## src/rtl/pic_pkg.sv

```systemverilog
package pic_pkg;
    localparam int NLINES = 8;
    localparam int LVL_W  = $clog2(NLINES);
    localparam int DW     = 8;
    localparam int BASE_W = DW - LVL_W;

    typedef logic [NLINES-1:0] line_vec_t;
    typedef logic [LVL_W-1:0]  lvl_t;

    typedef enum logic [1:0] {PH_RUN, PH_BASE, PH_CASC, PH_MODE} init_ph_t;

    typedef struct packed {
        logic [BASE_W-1:0] base_hi;
        line_vec_t         casc;
        logic              aeoi;
        logic              is_slave;
        lvl_t              lowest;
        logic              show_isr;
        line_vec_t         imr;
    } pic_cfg_t;

    typedef struct packed {
        logic found;
        lvl_t idx;
    } pick_t;

    // command byte fields at address 0
    localparam int CW_INIT      = 4;
    localparam int CW_NEED_MODE = 0;
    localparam int CW_RSEL      = 3;
    localparam int CW_RSEL_ACT  = 1;
    localparam int CW_RSEL_ISR  = 0;
    localparam logic [2:0] OP_NS_EOI  = 3'b001;
    localparam logic [2:0] OP_SET_LOW = 3'b110;
    // mode byte fields
    localparam int MW_AEOI  = 1;
    localparam int MW_SLAVE = 2;

    // highest-ranked set bit, scanning upward from the line after 'low'
    function automatic pick_t pick_top(line_vec_t v, lvl_t low);
        pick_t r;
        lvl_t  idx;
        r = '0;
        for (int k = 0; k < NLINES; k++) begin
            idx = low + lvl_t'(k + 1);
            if (!r.found && v[idx]) begin
                r.found = 1'b1;
                r.idx   = idx;
            end
        end
        return r;
    endfunction

    // 0 = highest rank
    function automatic lvl_t rank_of(lvl_t idx, lvl_t low);
        return idx - low - lvl_t'(1);
    endfunction

    function automatic line_vec_t bit_of(lvl_t idx);
        return line_vec_t'(1) << idx;
    endfunction
endpackage

```

## src/rtl/pic_regs.sv

```systemverilog
module pic_regs
    import pic_pkg::*;
(
    input  logic          clk,
    input  logic          rst,
    input  logic          wr_en,
    input  logic          addr,
    input  logic [DW-1:0] wr_data,
    output pic_cfg_t      cfg,
    output logic          busy,
    output logic          init_pulse,
    output logic          eoi_pulse
);
    init_ph_t ph_q;
    logic     need_mode_q;
    pic_cfg_t cfg_q;

    logic is_cmd;
    assign is_cmd = wr_en && !addr;

    always_ff @(posedge clk) begin
        if (rst) begin
            ph_q           <= PH_RUN;
            need_mode_q    <= 1'b0;
            cfg_q.base_hi  <= '0;
            cfg_q.casc     <= '0;
            cfg_q.aeoi     <= 1'b0;
            cfg_q.is_slave <= 1'b0;
            cfg_q.lowest   <= '1;
            cfg_q.show_isr <= 1'b0;
            cfg_q.imr      <= '1;
        end else if (is_cmd) begin
            if (wr_data[CW_INIT]) begin
                ph_q           <= PH_BASE;
                need_mode_q    <= wr_data[CW_NEED_MODE];
                cfg_q.imr      <= '0;
                cfg_q.lowest   <= '1;
                cfg_q.show_isr <= 1'b0;
                cfg_q.aeoi     <= 1'b0;
                cfg_q.is_slave <= 1'b0;
            end else if (ph_q == PH_RUN) begin
                if (wr_data[CW_RSEL]) begin
                    if (wr_data[CW_RSEL_ACT])
                        cfg_q.show_isr <= wr_data[CW_RSEL_ISR];
                end else if (wr_data[7:5] == OP_SET_LOW) begin
                    cfg_q.lowest <= wr_data[LVL_W-1:0];
                end
            end
        end else if (wr_en) begin
            unique case (ph_q)
                PH_BASE: begin
                    cfg_q.base_hi <= wr_data[DW-1:LVL_W];
                    ph_q          <= PH_CASC;
                end
                PH_CASC: begin
                    cfg_q.casc <= wr_data;
                    ph_q       <= need_mode_q ? PH_MODE : PH_RUN;
                end
                PH_MODE: begin
                    cfg_q.aeoi     <= wr_data[MW_AEOI];
                    cfg_q.is_slave <= wr_data[MW_SLAVE];
                    ph_q           <= PH_RUN;
                end
                default: cfg_q.imr <= wr_data;
            endcase
        end
    end

    assign cfg        = cfg_q;
    assign busy       = (ph_q != PH_RUN);
    assign init_pulse = is_cmd && wr_data[CW_INIT];
    assign eoi_pulse  = is_cmd && !busy && !wr_data[CW_INIT] && !wr_data[CW_RSEL]
                        && (wr_data[7:5] == OP_NS_EOI);
endmodule

```

## src/rtl/pic_irr.sv

```systemverilog
module pic_irr
    import pic_pkg::*;
(
    input  logic      clk,
    input  logic      rst,
    input  line_vec_t irq_in,
    input  line_vec_t lvl_sel,
    input  line_vec_t clr,
    input  logic      flush,
    output line_vec_t irr
);
    for (genvar g = 0; g < NLINES; g++) begin : g_line
        logic prev_q;
        logic req_q;
        always_ff @(posedge clk) begin
            if (rst) begin
                prev_q <= 1'b0;
                req_q  <= 1'b0;
            end else begin
                prev_q <= irq_in[g];
                if (lvl_sel[g])
                    req_q <= irq_in[g];
                else
                    req_q <= (req_q && !clr[g] && !flush) || (irq_in[g] && !prev_q);
            end
        end
        assign irr[g] = req_q;
    end
endmodule

```

## src/rtl/pic_ctrl.sv

```systemverilog
module pic_ctrl
    import pic_pkg::*;
(
    input  logic                  clk,
    input  logic                  rst,
    input  logic                  wr_en,
    input  logic                  addr,
    input  logic [7:0]            wr_data,
    output logic [7:0]            rd_data,
    input  logic [7:0]            irq_in,
    input  logic [7:0]            lvl_sel,
    output logic                  int_out,
    input  logic                  inta,
    output logic [7:0]            vec_out,
    output logic                  vec_en,
    input  logic [2:0]            cas_in,
    input  logic                  cas_sel,
    output logic [2:0]            cas_out,
    output logic                  cas_act
);
    pic_cfg_t  cfg;
    logic      busy, init_pulse, eoi_pulse;
    line_vec_t irr, isr_q, eligible, set_bit, eoi_clr;
    pick_t     req, svc;
    logic      outranks, ack_hit, real_ack, to_slave;
    lvl_t      vec_idx;
    line_vec_t imr_w;
    logic      aeoi_w;

    pic_regs u_regs (
        .clk(clk), .rst(rst), .wr_en(wr_en), .addr(addr), .wr_data(wr_data),
        .cfg(cfg), .busy(busy), .init_pulse(init_pulse), .eoi_pulse(eoi_pulse)
    );

    pic_irr u_irr (
        .clk(clk), .rst(rst), .irq_in(irq_in), .lvl_sel(lvl_sel),
        .clr(set_bit), .flush(init_pulse), .irr(irr)
    );

    assign eligible = irr & ~cfg.imr;
    assign req      = pick_top(eligible, cfg.lowest);
    assign svc      = pick_top(isr_q, cfg.lowest);
    assign outranks = req.found &&
                      (!svc.found || (rank_of(req.idx, cfg.lowest) < rank_of(svc.idx, cfg.lowest)));

    assign int_out  = outranks && !busy;
    assign ack_hit  = !busy && inta &&
                      (!cfg.is_slave || (cas_sel && (cas_in == cfg.casc[LVL_W-1:0])));
    assign real_ack = ack_hit && outranks;
    assign to_slave = !cfg.is_slave && cfg.casc[req.idx];

    assign cas_act  = real_ack && to_slave;
    assign cas_out  = cas_act ? req.idx : '0;
    assign vec_en   = ack_hit && !cas_act;
    assign vec_idx  = real_ack ? req.idx : lvl_t'(NLINES - 1);
    assign vec_out  = vec_en ? {cfg.base_hi, vec_idx} : '0;

    assign set_bit  = real_ack ? bit_of(req.idx) : '0;
    assign eoi_clr  = (eoi_pulse && svc.found) ? bit_of(svc.idx) : '0;

    always_ff @(posedge clk) begin
        if (rst || init_pulse)
            isr_q <= '0;
        else
            isr_q <= (isr_q & ~eoi_clr) | (cfg.aeoi ? '0 : set_bit);
    end

    assign rd_data = addr ? cfg.imr : (cfg.show_isr ? isr_q : irr);
    assign imr_w   = cfg.imr;
    assign aeoi_w  = cfg.aeoi;
endmodule

```

## config.mk

```make
export PLATFORM = sky130hd
export DESIGN_NAME = pic_ctrl
export DESIGN_NICKNAME = d
export VERILOG_FILES = /design/src/rtl/pic_pkg.sv /design/src/rtl/pic_regs.sv /design/src/rtl/pic_irr.sv /design/src/rtl/pic_ctrl.sv
export SDC_FILE = /design/constraint.sdc
export NUM_CORES = 1
export LEC_CHECK = 0
export ABC_AREA = 0
export BUFFER_PORTS_ARGS = -buffer_cell sky130_fd_sc_hd__buf_2
export CORE_AREA = 2 2 95 97
export CTS_CLUSTER_DIAMETER = 60
export CTS_CLUSTER_SIZE = 28
export DETAILED_ROUTE_END_ITERATION = 16
export DIE_AREA = 0 0 97 99
export PLACE_DENSITY_LB_ADDON = 0.25
export REMOVE_ABC_BUFFERS = 1
export SLEW_MARGIN = 10
export SYNTH_ARGS = -nofsm -noshare
export SYNTH_HDL_FRONTEND = slang
export SYNTH_HIERARCHICAL = 1
export SYNTH_SLANG_ARGS = --single-unit
```

## constraint.sdc

```tcl
create_clock -name clk -period 12.3 [get_ports clk]
set_clock_uncertainty 0.05 [all_clocks]
set_input_delay 2.46 -clock clk [delete_from_list [all_inputs] [get_ports clk]]
set_output_delay 2.46 -clock clk [all_outputs]
set_load 0.01 [all_outputs]
```

==> results of run 1 <==
worst min-delay path, delay by kind of cell, from the launching register on:
kind             cells  cell delay (ns)
AND/OR/NAND/NOR      1             0.07
AO/OA/AOI/OAI        1             0.09
flip-flops           1             0.31
worst paths after layout:
check | slack, ns | end | start
setup / recovery | 3.56 | vec_out[7] | u_regs/cfg[9]
hold / removal | 0.45 | u_irr/g_line[0].req_q | u_irr/g_line[0].prev_q
setup reg to reg | 6.41 | u_irr/g_line[7].req_q | u_regs/cfg[9]
hold reg to reg | 0.45 | u_irr/g_line[0].req_q | u_irr/g_line[0].prev_q
Yosys cell counts, types with 10 or more instances:
library cell,n,share of area [%]
sky130_fd_sc_hd__nor3_1,19,2.0
sky130_fd_sc_hd__dfxtp_1,54,23
sky130_fd_sc_hd__nand2_1,49,4.0
sky130_fd_sc_hd__a21oi_1,15,1.6
sky130_fd_sc_hd__nand2b_1,28,3.8
sky130_fd_sc_hd__buf_4,10,1.6
sky130_fd_sc_hd__ha_1,10,2.7
sky130_fd_sc_hd__nor2_1,37,3.0
sky130_fd_sc_hd__o21ai_0,29,3.1
sky130_fd_sc_hd__mux2i_1,37,8.0
sky130_fd_sc_hd__inv_1,16,1.3
sky130_fd_sc_hd__mux4_2,18,8.7
flip-flops by register name (all words and copies together) (netlist names):
register             flops
isr_q                    8
u_irr/g_line.prev_q      8
u_irr/g_line.req_q       8
u_regs/cfg              27
u_regs/need_mode_q       1
u_regs/ph_q              2
report_power, final:
group,switching [µW],internal [µW],leakage (µW)
combinational,70.2,47.0,0.00149
clock,57.9,60.8,0.0000514
sequential,8.00,183,0.000442
total,136,291,0.00199
layer usage:
metal	part of all wire (%)	vias to the layer above	global-route usage, %
li1	-	2014	-
met1	45	2121	35.92
met2	48	148	43.48
met3	4.1	24	2.270
met4	3.1	0	10.40
met5	0	-	0
area by class of cell:
type / instances / area (µm²) / area share (%)
clock buffers: 6 / 72.57 / 1.467
clock inverters: 2 / 37.54 / 0.7587
inverters: 20 / 80.08 / 1.619
multi-input cells: 420 / 3248 / 65.66
flip-flops and latches: 54 / 1081 / 21.85
well taps: 108 / 135.1 / 2.731
repair buffers: 57 / 292.8 / 5.918
per-stage QoR:
step | hold WS, ns | instance area, µm² | total power (µW) | instances | util, %
2_1_floorplan | 0.3939 | 4409 | 268.4 | 494 | -
3_3_place_gp | 0.4134 | 4837 | 307.5 | 659 | 56.57
3_5_place_dp | 0.4266 | 4837 | 309.8 | 659 | 56.57
4_1_cts | 0.4503 | 4947 | 427.1 | 667 | 57.86
5_1_grt | 0.4619 | 4947 | 446.7 | 667 | 57.86
6_report | 0.4473 | 4947 | 426.7 | 667 | 57.86
placed cells by master (no fill, tap or decap), types with 8 or more instances in the layout:
master	n
sky130_fd_sc_hd__a21oi_1	15
sky130_fd_sc_hd__nand2_1	49
sky130_fd_sc_hd__mux2i_1	37
sky130_fd_sc_hd__inv_1	16
sky130_fd_sc_hd__buf_2	54
sky130_fd_sc_hd__a221o_1	9
sky130_fd_sc_hd__o21ai_1	8
sky130_fd_sc_hd__mux4_2	18
sky130_fd_sc_hd__dfxtp_1	54
sky130_fd_sc_hd__nor2_1	37
sky130_fd_sc_hd__nor3_1	19
sky130_fd_sc_hd__o311ai_0	8
sky130_fd_sc_hd__o21ai_0	29
sky130_fd_sc_hd__nand2b_1	28
sky130_fd_sc_hd__ha_1	10
logic make-up after synthesis:
logic type / count (synthesis)
simple gates: 211
compound gates: 127
xor+xnor: 9
mux: 61
buf+inv: 54
flops: 54
fa+ha+maj: 12
==> out/qor.yml, run 1 <==
final.fill_count: 789
yosysSeqAreaShare_pct: 23.29
worst-r2r-cell-count: 20
clk_path_buf_depth: 2
complex_gate_fraction_of_the_synthesized_area_pct: 20.35
timing.critical_path.depth: 21
design.die.area_um2: 9603
timing.critical_path.slowest_cell_delay_ns: 0.78
min_path_cells: 2
place.port_buffers: 54
post_synth_xor_area_fraction_pct: 1.860
timing.critical_path.required_ns: 9.79
antenna_cells_inserted: 0
leading_register_cell_type_out_of_synthesis: "sky130_fd_sc_hd__dfxtp_1"
cellPowerDensity_nw_per_um2: 86.26
post_cts.repair.setup_buffers: 0
place_congestion: 0.9435
post-route-period-util_pct: 71.07
synth_fa_ha_area_share_pct: 3.558
synth-seq-cells: 54
final-hold-violation-count: 0
mean_routed_wirelength_per_cell_um: 19.07
synth_async_sr_flop_share_pct: 0
synth_enable_flop_cells: 0
timing.critical_path.slowest_stage_cell: "sky130_fd_sc_hd__xnor2_1"
synthSimpleGateAreaFrac_pct: 26.04
rsz0062_at_grt: "no"
syn-cell-area_um2: 4642
clock.fmax_mhz: 114.4
finalNetCount: 603
antenna_found_initial: 0
drt.antenna.violating_nets: 0
global_route.usage.total_pct: 26.33
h-tree-depth: 2
root_buffer: "sky130_fd_sc_hd__clkbuf_8"
dp_worst_setup_slack_ns: 3.940
worst_slew_margin_relative_to_its_limit_pct: 35.79
num_io_pins: 55
critPathLaunchType: "flip-flop"
post_drt_via_cell_ratio: 6.457
synthDistinctLibCells: 80
signal_arrival_time_at_the_worst_endpoint_ns: 6.23
grt_pass1_vias: 4049
finalSetupTns_ns: 0
synth_top_family_by_area: "simple AND/OR/NAND/NOR gates"
gr-total-overflow: 0
dieWidth_um: 97
cts-hold-fix-buffers: 0
grt_pass1_wl_um: 20650
cts_num_sinks: 54
tightest_slew_ns: 0.9562
tritoncts: "yes"
post_synth_inst_count: 528
avgSynthCellArea_um2: 8.792
worst_ir_drop_vdd_uv: 71.72
buffers_and_inverters_on_the_worst_path: 4
post-route-min-period_ns: 8.741
outcome: "finished, final reports clean"
syn_to_final_growth_pct: 6.577
post_cts_resize_count: 0
route.vias.total: 4307
path_delay_family: "adder cells"
half_perimeter_wire_length_after_placement_um: 9678
drt_iter0_markers: 282
maximum_number_of_pins_on_one_net_before_global_route_repair: 46
min_path_type: "reg -> reg"
slew_viol_final: 0
cap_viol_max_count: 0
static-leakage-power_uw: 0.001988
chipHeight_um: 99
effective_utilization_at_floorplan_pct: 54.29
yosys_warnings: 6
crit_path_cells: "inv_1 -> ha_1 -> xnor2_1 -> mux4_2 -> nand4_1 -> nor2_1 -> o21ai_1 -> and2_1 -> inv_2 -> ha_1 -> fa_1 -> ha_1 -> a21o_1 -> a21oi_1 -> o32ai_1 -> or3_4 -> nand2b_1 -> a311o_1 -> clkinv_4 -> nor3_1 -> buf_2"
drt_drc: 0
cts-buffers-inserted: 5
coreArea_um2: 8551
post_route_cells_drive_above_1_share_pct: 22.00
worst_setup_path_end_kind: "primary output"
route.final.wire_length_um: 12720
synth.mux.area_fraction_pct: 18.17
final-setup-viol-count: 0
crit_path_frequent_cell: "sky130_fd_sc_hd__ha_1"
path_clk_slew_ns: 0.10
crit_type: "reg -> out"
setup_ws_ns: 3.559
length_of_the_first_detailed_routing_pass_in_iterations: 6
critical_path.max_fanout: 11
core.rowCount: 34
insertion_delay_ns: 0.31
Note: power is estimated with default switching activity, not from simulation.
==> run 2, diff against run 1 <==
CORE_AREA = 2 2 96 98   (was 2 2 95 97)
DIE_AREA = 0 0 98 100   (was 0 0 97 99)
clock period = 7.8 ns   (was 12.3 ns; I/O delays follow)
==> run 2 against run 1 <==
Die area rose by 2.1%. Cell area rose by 0.71%. Clock-buffer cell count did not move. Global-route usage fell by 0.39 points. Critical path type unchanged. Worst hold slack got worse by 0.0059 ns. First-iteration DRC count fell by 18%. Flip-flop and latch count did not move. Non-clock buffer count rose by 3. Core utilization fell by 1.8 points. Total power rose by 58%. Via count fell by 1.5%. Combinational power rose by 57%.
==> out/qor.yml, run 2 (synthesis results as in run 1) <==
maximum_number_of_pins_on_one_net_before_global_route_repair: 46  # unchanged
slew_viol_final: 0  # unchanged
dpl.cell_count: 665  # +0.91%
timing.critical_path.required_ns: 6.19  # -3.60 ns
coreArea_um2: 8890  # +4.0%
tritoncts: "yes"
place.port_buffers: 54  # unchanged
final-hold-violation-count: 0  # unchanged
grt_pass1_vias: 4049  # unchanged
design.die.area_um2: 9800  # +2.1%
post-route-util_pct: 56.05  # -1.8 points
cap_viol_max_count: 0  # unchanged
worst_ir_drop_vdd_uv: 122.5  # +71%
post_cts.repair.setup_buffers: 0  # unchanged
mean_routed_wirelength_per_cell_um: 18.74  # -1.7%
drt_drc: 0  # unchanged
chipHeight_um: 100  # +1.0%
post_route_cells_drive_above_1_share_pct: 22.78  # +0.77 points
holdWs_ns: 0.4414  # -0.005938 ns
tightest_slew_ns: 0.7883  # -0.1680 ns
critical_path.max_fanout: 10  # -1
post_cts_resize_count: 0  # unchanged
rsz0062_at_grt: "no"
finalNetCount: 606  # +0.50%
layoutNonFillerInstCount: 673  # +0.90%
min_path_type: "reg -> reg"
signal_arrival_time_at_the_worst_endpoint_ns: 5.71  # -0.52 ns
length_of_the_first_detailed_routing_pass_in_iterations: 5  # -1
drt.antenna.violating_nets: 0  # unchanged
insertion_delay_ns: 0.31  # about the same
crit_type: "reg -> out"
core.rowCount: 35  # +2.9%
static-leakage-power_uw: 0.002004  # +0.84%
post_drt_via_cell_ratio: 6.302  # -2.4%
route.vias.total: 4241  # -1.5%
antenna_cells_inserted: 0  # unchanged
post-route-period-util_pct: 93.88
p_total_uw: 675.3  # +58%
cts-buffers-inserted: 5  # unchanged
gr-total-overflow: 0  # unchanged
half_perimeter_wire_length_after_placement_um: 9593  # -0.88%
final-setup-viol-count: 0  # unchanged
worst_slew_margin_relative_to_its_limit_pct: 47.45  # +12 points
clock.fmax_mhz: 136.6
finalSetupTns_ns: 0  # unchanged
worst-r2r-setup-slack_ns: 2.39  # -4.02 ns
post-route-min-period_ns: 7.323
cellPowerDensity_nw_per_um2: 135.5  # +57%
place_congestion: 0.9408  # -0.29%
cts_num_sinks: 54  # unchanged
root_buffer: "sky130_fd_sc_hd__clkbuf_8"
syn_to_final_growth_pct: 7.332
effective_utilization_at_floorplan_pct: 52.22  # -2.1 points
drt_iter0_markers: 231  # -18%
path_clk_slew_ns: 0.10  # about the same
worst_setup_path_end_kind: "primary output"
antenna_found_initial: 0  # unchanged
largest_register_ffs: 27  # unchanged
grt_pass1_wl_um: 20690  # +0.20%
dieWidth_um: 98  # +1.0%
cts-hold-fix-buffers: 0  # unchanged
clk_path_buf_depth: 2  # unchanged
global_route.usage.total_pct: 25.93  # -0.39 points
num_io_pins: 55  # unchanged
mostFrequentLayoutCell: "sky130_fd_sc_hd__buf_2"
h-tree-depth: 2  # unchanged
mostFrequentLayoutCells: "sky130_fd_sc_hd__buf_2, sky130_fd_sc_hd__dfxtp_1, sky130_fd_sc_hd__nand2_1"
outcome: "finished, final reports clean"
route.final.wire_length_um: 12610  # -0.85%
critPathLaunchType: "flip-flop"
[run 2: cell count changes in the layout (fill, tap and decap cells not counted), sizes merged]
cell,change
buf,+3
[run 2: area by class of cell]
cell class                 count  area (µm²)
tap                          111       138.9
timing repair buffer          60       315.3
inverter                      20       80.08
clock buffer                   6       72.57
multi-input combinational    420        3256
clock inverter                 2       37.54
sequential                    54        1082
fill                         840        3908
[run 2: report_power, final]
part           switching [µW]  internal, µW  total, µW  leakage (µW)
clock                    93.8          95.9        190     0.0000514
sequential               12.8           288        301      0.000442
combinational             110          74.5        184       0.00151
[run 2: worst paths after layout]
kind | cells after the start | startpoint | endpoint
worst max-delay path | 21 | u_regs/cfg[10] | vec_out[1]
worst min-delay path | 2 | u_regs/cfg[13] | u_regs/cfg[13]
worst max register to register | 19 | u_regs/cfg[10] | isr_q[6]
worst min register to register | 2 | u_regs/cfg[13] | u_regs/cfg[13]
[run 2: per-layer routing]
metal / share of wire (%) / GRT usage, %
met1: 44 / 34.19
met2: 48 / 43.78
met3: 4.6 / 2.577
met4: 3.6 / 10.79
met5: 0 / 0
[run 2: stage by stage]
| stage | instance area, µm² | setup WS [ns] |
|---|---|---|
| after floorplan | 4409 | 0.1455 |
| after global placement | 4863 | 0.8435 |
| after detailed placement | 4863 | 0.7134 |
| after CTS | 4974 | 0.3493 |
| after global routing | 4982 | 0.04204 |
| final | 4982 | 0.4770 |
[run 2: worst max-delay path, cell delays in order (launching register included)]
cell	delay, ns
sky130_fd_sc_hd__dfxtp_1	0.36
sky130_fd_sc_hd__inv_1	0.15
sky130_fd_sc_hd__ha_1	0.45
sky130_fd_sc_hd__clkinv_1	0.30
sky130_fd_sc_hd__mux4_2	0.60
sky130_fd_sc_hd__nand2b_1	0.22
sky130_fd_sc_hd__a211oi_1	0.22
sky130_fd_sc_hd__nand2_1	0.11
sky130_fd_sc_hd__and2_1	0.27
sky130_fd_sc_hd__inv_2	0.15
sky130_fd_sc_hd__ha_1	0.18
sky130_fd_sc_hd__fa_1	0.42
sky130_fd_sc_hd__ha_1	0.30
sky130_fd_sc_hd__a21o_1	0.15
sky130_fd_sc_hd__a21oi_1	0.14
sky130_fd_sc_hd__o32ai_1	0.13
sky130_fd_sc_hd__or3_4	0.38
sky130_fd_sc_hd__nand2b_1	0.15
sky130_fd_sc_hd__a311o_1	0.42
sky130_fd_sc_hd__clkinv_4	0.11
sky130_fd_sc_hd__nor3_1	0.05
sky130_fd_sc_hd__buf_2	0.16
==> run 3, diff against run 2 <==
CORE_AREA = 2 2 107 88   (was 2 2 96 98)
DIE_AREA = 0 0 109 90   (was 0 0 98 100)
==> run 3 against run 2 <==
Largest power group unchanged. Non-clock buffer count is the same. Cell area is the same. Largest cell class unchanged. Register-to-register slack lost 0.03 ns.
==> out/qor.yml, run 3 (synthesis results as in run 1) <==
outcome: "finished, final reports clean"
gr-total-overflow: 0  # unchanged
holdWs_ns: 0.4452  # +0.003817 ns
clk_path_buf_depth: 2  # unchanged
path_clk_slew_ns: 0.10  # about the same
antenna_cells_inserted: 0  # unchanged
route.vias.total: 4366  # +2.9%
mostFrequentLayoutCell: "sky130_fd_sc_hd__buf_2"
rsz0062_at_grt: "no"
place_congestion: 0.9879  # +5.0%
worst_slew_margin_relative_to_its_limit_pct: 50.70  # +3.3 points
worst_setup_path_end_kind: "primary output"
tritoncts: "yes"
finalSetupTns_ns: 0  # unchanged
largest_register_ffs: 27  # unchanged
static-leakage-power_uw: 0.001997  # -0.34%
final.fill_count: 811  # -3.5%
syn_to_final_growth_pct: 7.332  # unchanged
slew_viol_final: 0  # unchanged
min_path_type: "reg -> reg"
post_cts.repair.setup_buffers: 0  # unchanged
post_route_cells_drive_above_1_share_pct: 23.31  # +0.53 points
rr_startpoint: "u_regs/cfg[10]"
cts-buffers-inserted: 5  # unchanged
cellPowerDensity_nw_per_um2: 131.6  # -2.9%
multi_input_area_um2: 3258  # about the same
global_route.usage.total_pct: 26.94  # +1.0 points
chipHeight_um: 90  # -10%
drt_drc: 0  # unchanged
design.die.area_um2: 9810  # +0.10%
whs_endpoint: "u_irr/g_line[6].req_q"
insertion_delay_ns: 0.31  # about the same
drt.antenna.violating_nets: 0  # unchanged
critical_path.max_fanout: 10  # unchanged
worst-r2r-setup-slack_ns: 2.36  # -0.03 ns
mean_routed_wirelength_per_cell_um: 19.44  # +3.7%
dpl.cell_count: 669  # +0.60%
post-route-min-period_ns: 7.365  # +0.04180 ns
grt_pass1_vias: 3971  # -1.9%
min_path_cells: 2  # unchanged
cts_num_sinks: 54  # unchanged
crit_type: "reg -> out"
num_io_pins: 55  # unchanged
core.rowCount: 31  # -11%
place.port_buffers: 54  # unchanged
sequential_cell_area_um2: 1082  # unchanged
p_total_uw: 655.8  # -2.9%
dieWidth_um: 109  # +11%
post-route-period-util_pct: 94.42  # +0.54 points
rr_endpoint: "isr_q[6]"
critPathLaunchType: "flip-flop"
h-tree-depth: 2  # unchanged
mostFrequentLayoutCells: "sky130_fd_sc_hd__buf_2, sky130_fd_sc_hd__dfxtp_1, sky130_fd_sc_hd__nand2_1"
worst-r2r-cell-count: 20  # +1
timing.critical_path.required_ns: 6.19  # about the same
layoutNonFillerInstCount: 677  # +0.59%
coreArea_um2: 8805  # -0.96%
route.final.wire_length_um: 13160  # +4.3%
clock.fmax_mhz: 135.8  # -0.57%
effective_utilization_at_floorplan_pct: 52.72  # +0.50 points
cap_viol_max_count: 0  # unchanged
root_buffer: "sky130_fd_sc_hd__clkbuf_8"
maximum_number_of_pins_on_one_net_before_global_route_repair: 46  # unchanged
drt_iter0_markers: 539  # +130%
tightest_slew_ns: 0.7395  # -0.04881 ns
length_of_the_first_detailed_routing_pass_in_iterations: 5  # unchanged
hp-start: "u_irr/g_line[6].prev_q"
half_perimeter_wire_length_after_placement_um: 10010  # +4.3%
antenna_found_initial: 0  # unchanged
signal_arrival_time_at_the_worst_endpoint_ns: 5.75  # +0.04 ns
final-setup-viol-count: 0  # unchanged
post_drt_via_cell_ratio: 6.449  # +2.3%
finalNetCount: 606  # unchanged
grt_pass1_wl_um: 21020  # +1.6%
worst_ir_drop_vdd_uv: 136.8  # +12%
final-hold-violation-count: 0  # unchanged
==> run 3: changes by cell type in the layout (fill, tap and decap cells not counted) <==
| cell | before | now |
|---|---|---|
| sky130_fd_sc_hd__ha_1 | 10 | 9 |
| sky130_fd_sc_hd__ha_2 | 0 | 1 |
| sky130_fd_sc_hd__clkbuf_1 | 1 | 0 |
| sky130_fd_sc_hd__clkinv_1 | 1 | 0 |
| sky130_fd_sc_hd__clkbuf_8 | 5 | 6 |
| sky130_fd_sc_hd__bufinv_16 | 1 | 0 |
| sky130_fd_sc_hd__clkinvlp_4 | 1 | 2 |
| sky130_fd_sc_hd__inv_6 | 0 | 1 |
==> run 3: stage by stage <==
step | cell area [µm²] | util, % | setup slack [ns]
2_1_floorplan | 4409 | - | 0.1455
3_3_place_gp | 4868 | 55.29 | 0.7813
3_5_place_dp | 4868 | 55.29 | 0.6486
4_1_cts | 4967 | 56.42 | 0.2824
5_1_grt | 4982 | 56.59 | 0.05507
6_report | 4982 | 56.59 | 0.4352
==> run 3: cell type report <==
class / count / share of cell area [%]
Timing Repair Buffer: 60 / 6.328
Tap cell: 115 / 2.888
Clock buffer: 6 / 1.657
Sequential cell: 54 / 21.72
Clock inverter: 2 / 0.3265
Multi-Input combinational cell: 420 / 65.39
Inverter: 20 / 1.683
==> run 3: worst max-delay path by stage <==
stage          depth (start not counted)           start          to  slack (ns)
5_1_grt                               20   u_regs/cfg[9]  vec_out[0]        0.06
2_1_floorplan                         19   u_regs/cfg[9]  cas_out[0]        0.15
6_report                              22  u_regs/cfg[10]  vec_out[3]        0.44
3_5_place_dp                          22   u_regs/cfg[9]  vec_out[6]        0.65
4_1_cts                               22   u_regs/cfg[9]  vec_out[6]        0.28
3_3_place_gp                          22   u_regs/cfg[9]  vec_out[5]        0.78
==> run 3: worst max-delay path: stages, from the launching register on <==
cell	delay, ns
sky130_fd_sc_hd__dfxtp_1	0.40
sky130_fd_sc_hd__inv_1	0.17
sky130_fd_sc_hd__ha_2	0.49
sky130_fd_sc_hd__mux4_2	0.42
sky130_fd_sc_hd__mux2_2	0.35
sky130_fd_sc_hd__nor2_1	0.21
sky130_fd_sc_hd__a21oi_1	0.06
sky130_fd_sc_hd__o21ai_0	0.15
sky130_fd_sc_hd__nand2_1	0.08
sky130_fd_sc_hd__a32oi_2	0.32
sky130_fd_sc_hd__inv_1	0.23
sky130_fd_sc_hd__fa_1	0.55
sky130_fd_sc_hd__inv_1	0.05
sky130_fd_sc_hd__ha_1	0.27
sky130_fd_sc_hd__a21o_1	0.16
sky130_fd_sc_hd__a21oi_1	0.13
sky130_fd_sc_hd__o32ai_1	0.12
sky130_fd_sc_hd__or3_4	0.39
sky130_fd_sc_hd__nand2b_1	0.15
sky130_fd_sc_hd__a311o_1	0.42
sky130_fd_sc_hd__clkinv_4	0.11
sky130_fd_sc_hd__nor3_1	0.05
sky130_fd_sc_hd__buf_2	0.16
==> run 3: routing by layer <==
layer	part of all wire [%]	wire length [µm]	GRT usage [%]
met3	7.9	1033	3.843
met1	45	5955	40.03
met2	44	5817	40.17
met5	0	0	0
met4	2.7	352	8.013
==> run 3: power breakdown <==
group | internal [µW] | leakage, µW | switching, µW
logic | 74.6 | 0.00151 | 112
clock network | 73.3 | 0.0000478 | 94.0
registers | 288 | 0.000442 | 13.5
total | 436 | 0.00200 | 220
==> run 3: repair_timing <==
action	CTS	global route
resized for setup	0	4
endpoints found under the hold margin	0	0
hold buffers	0	0
setup endpoints to repair	0	13
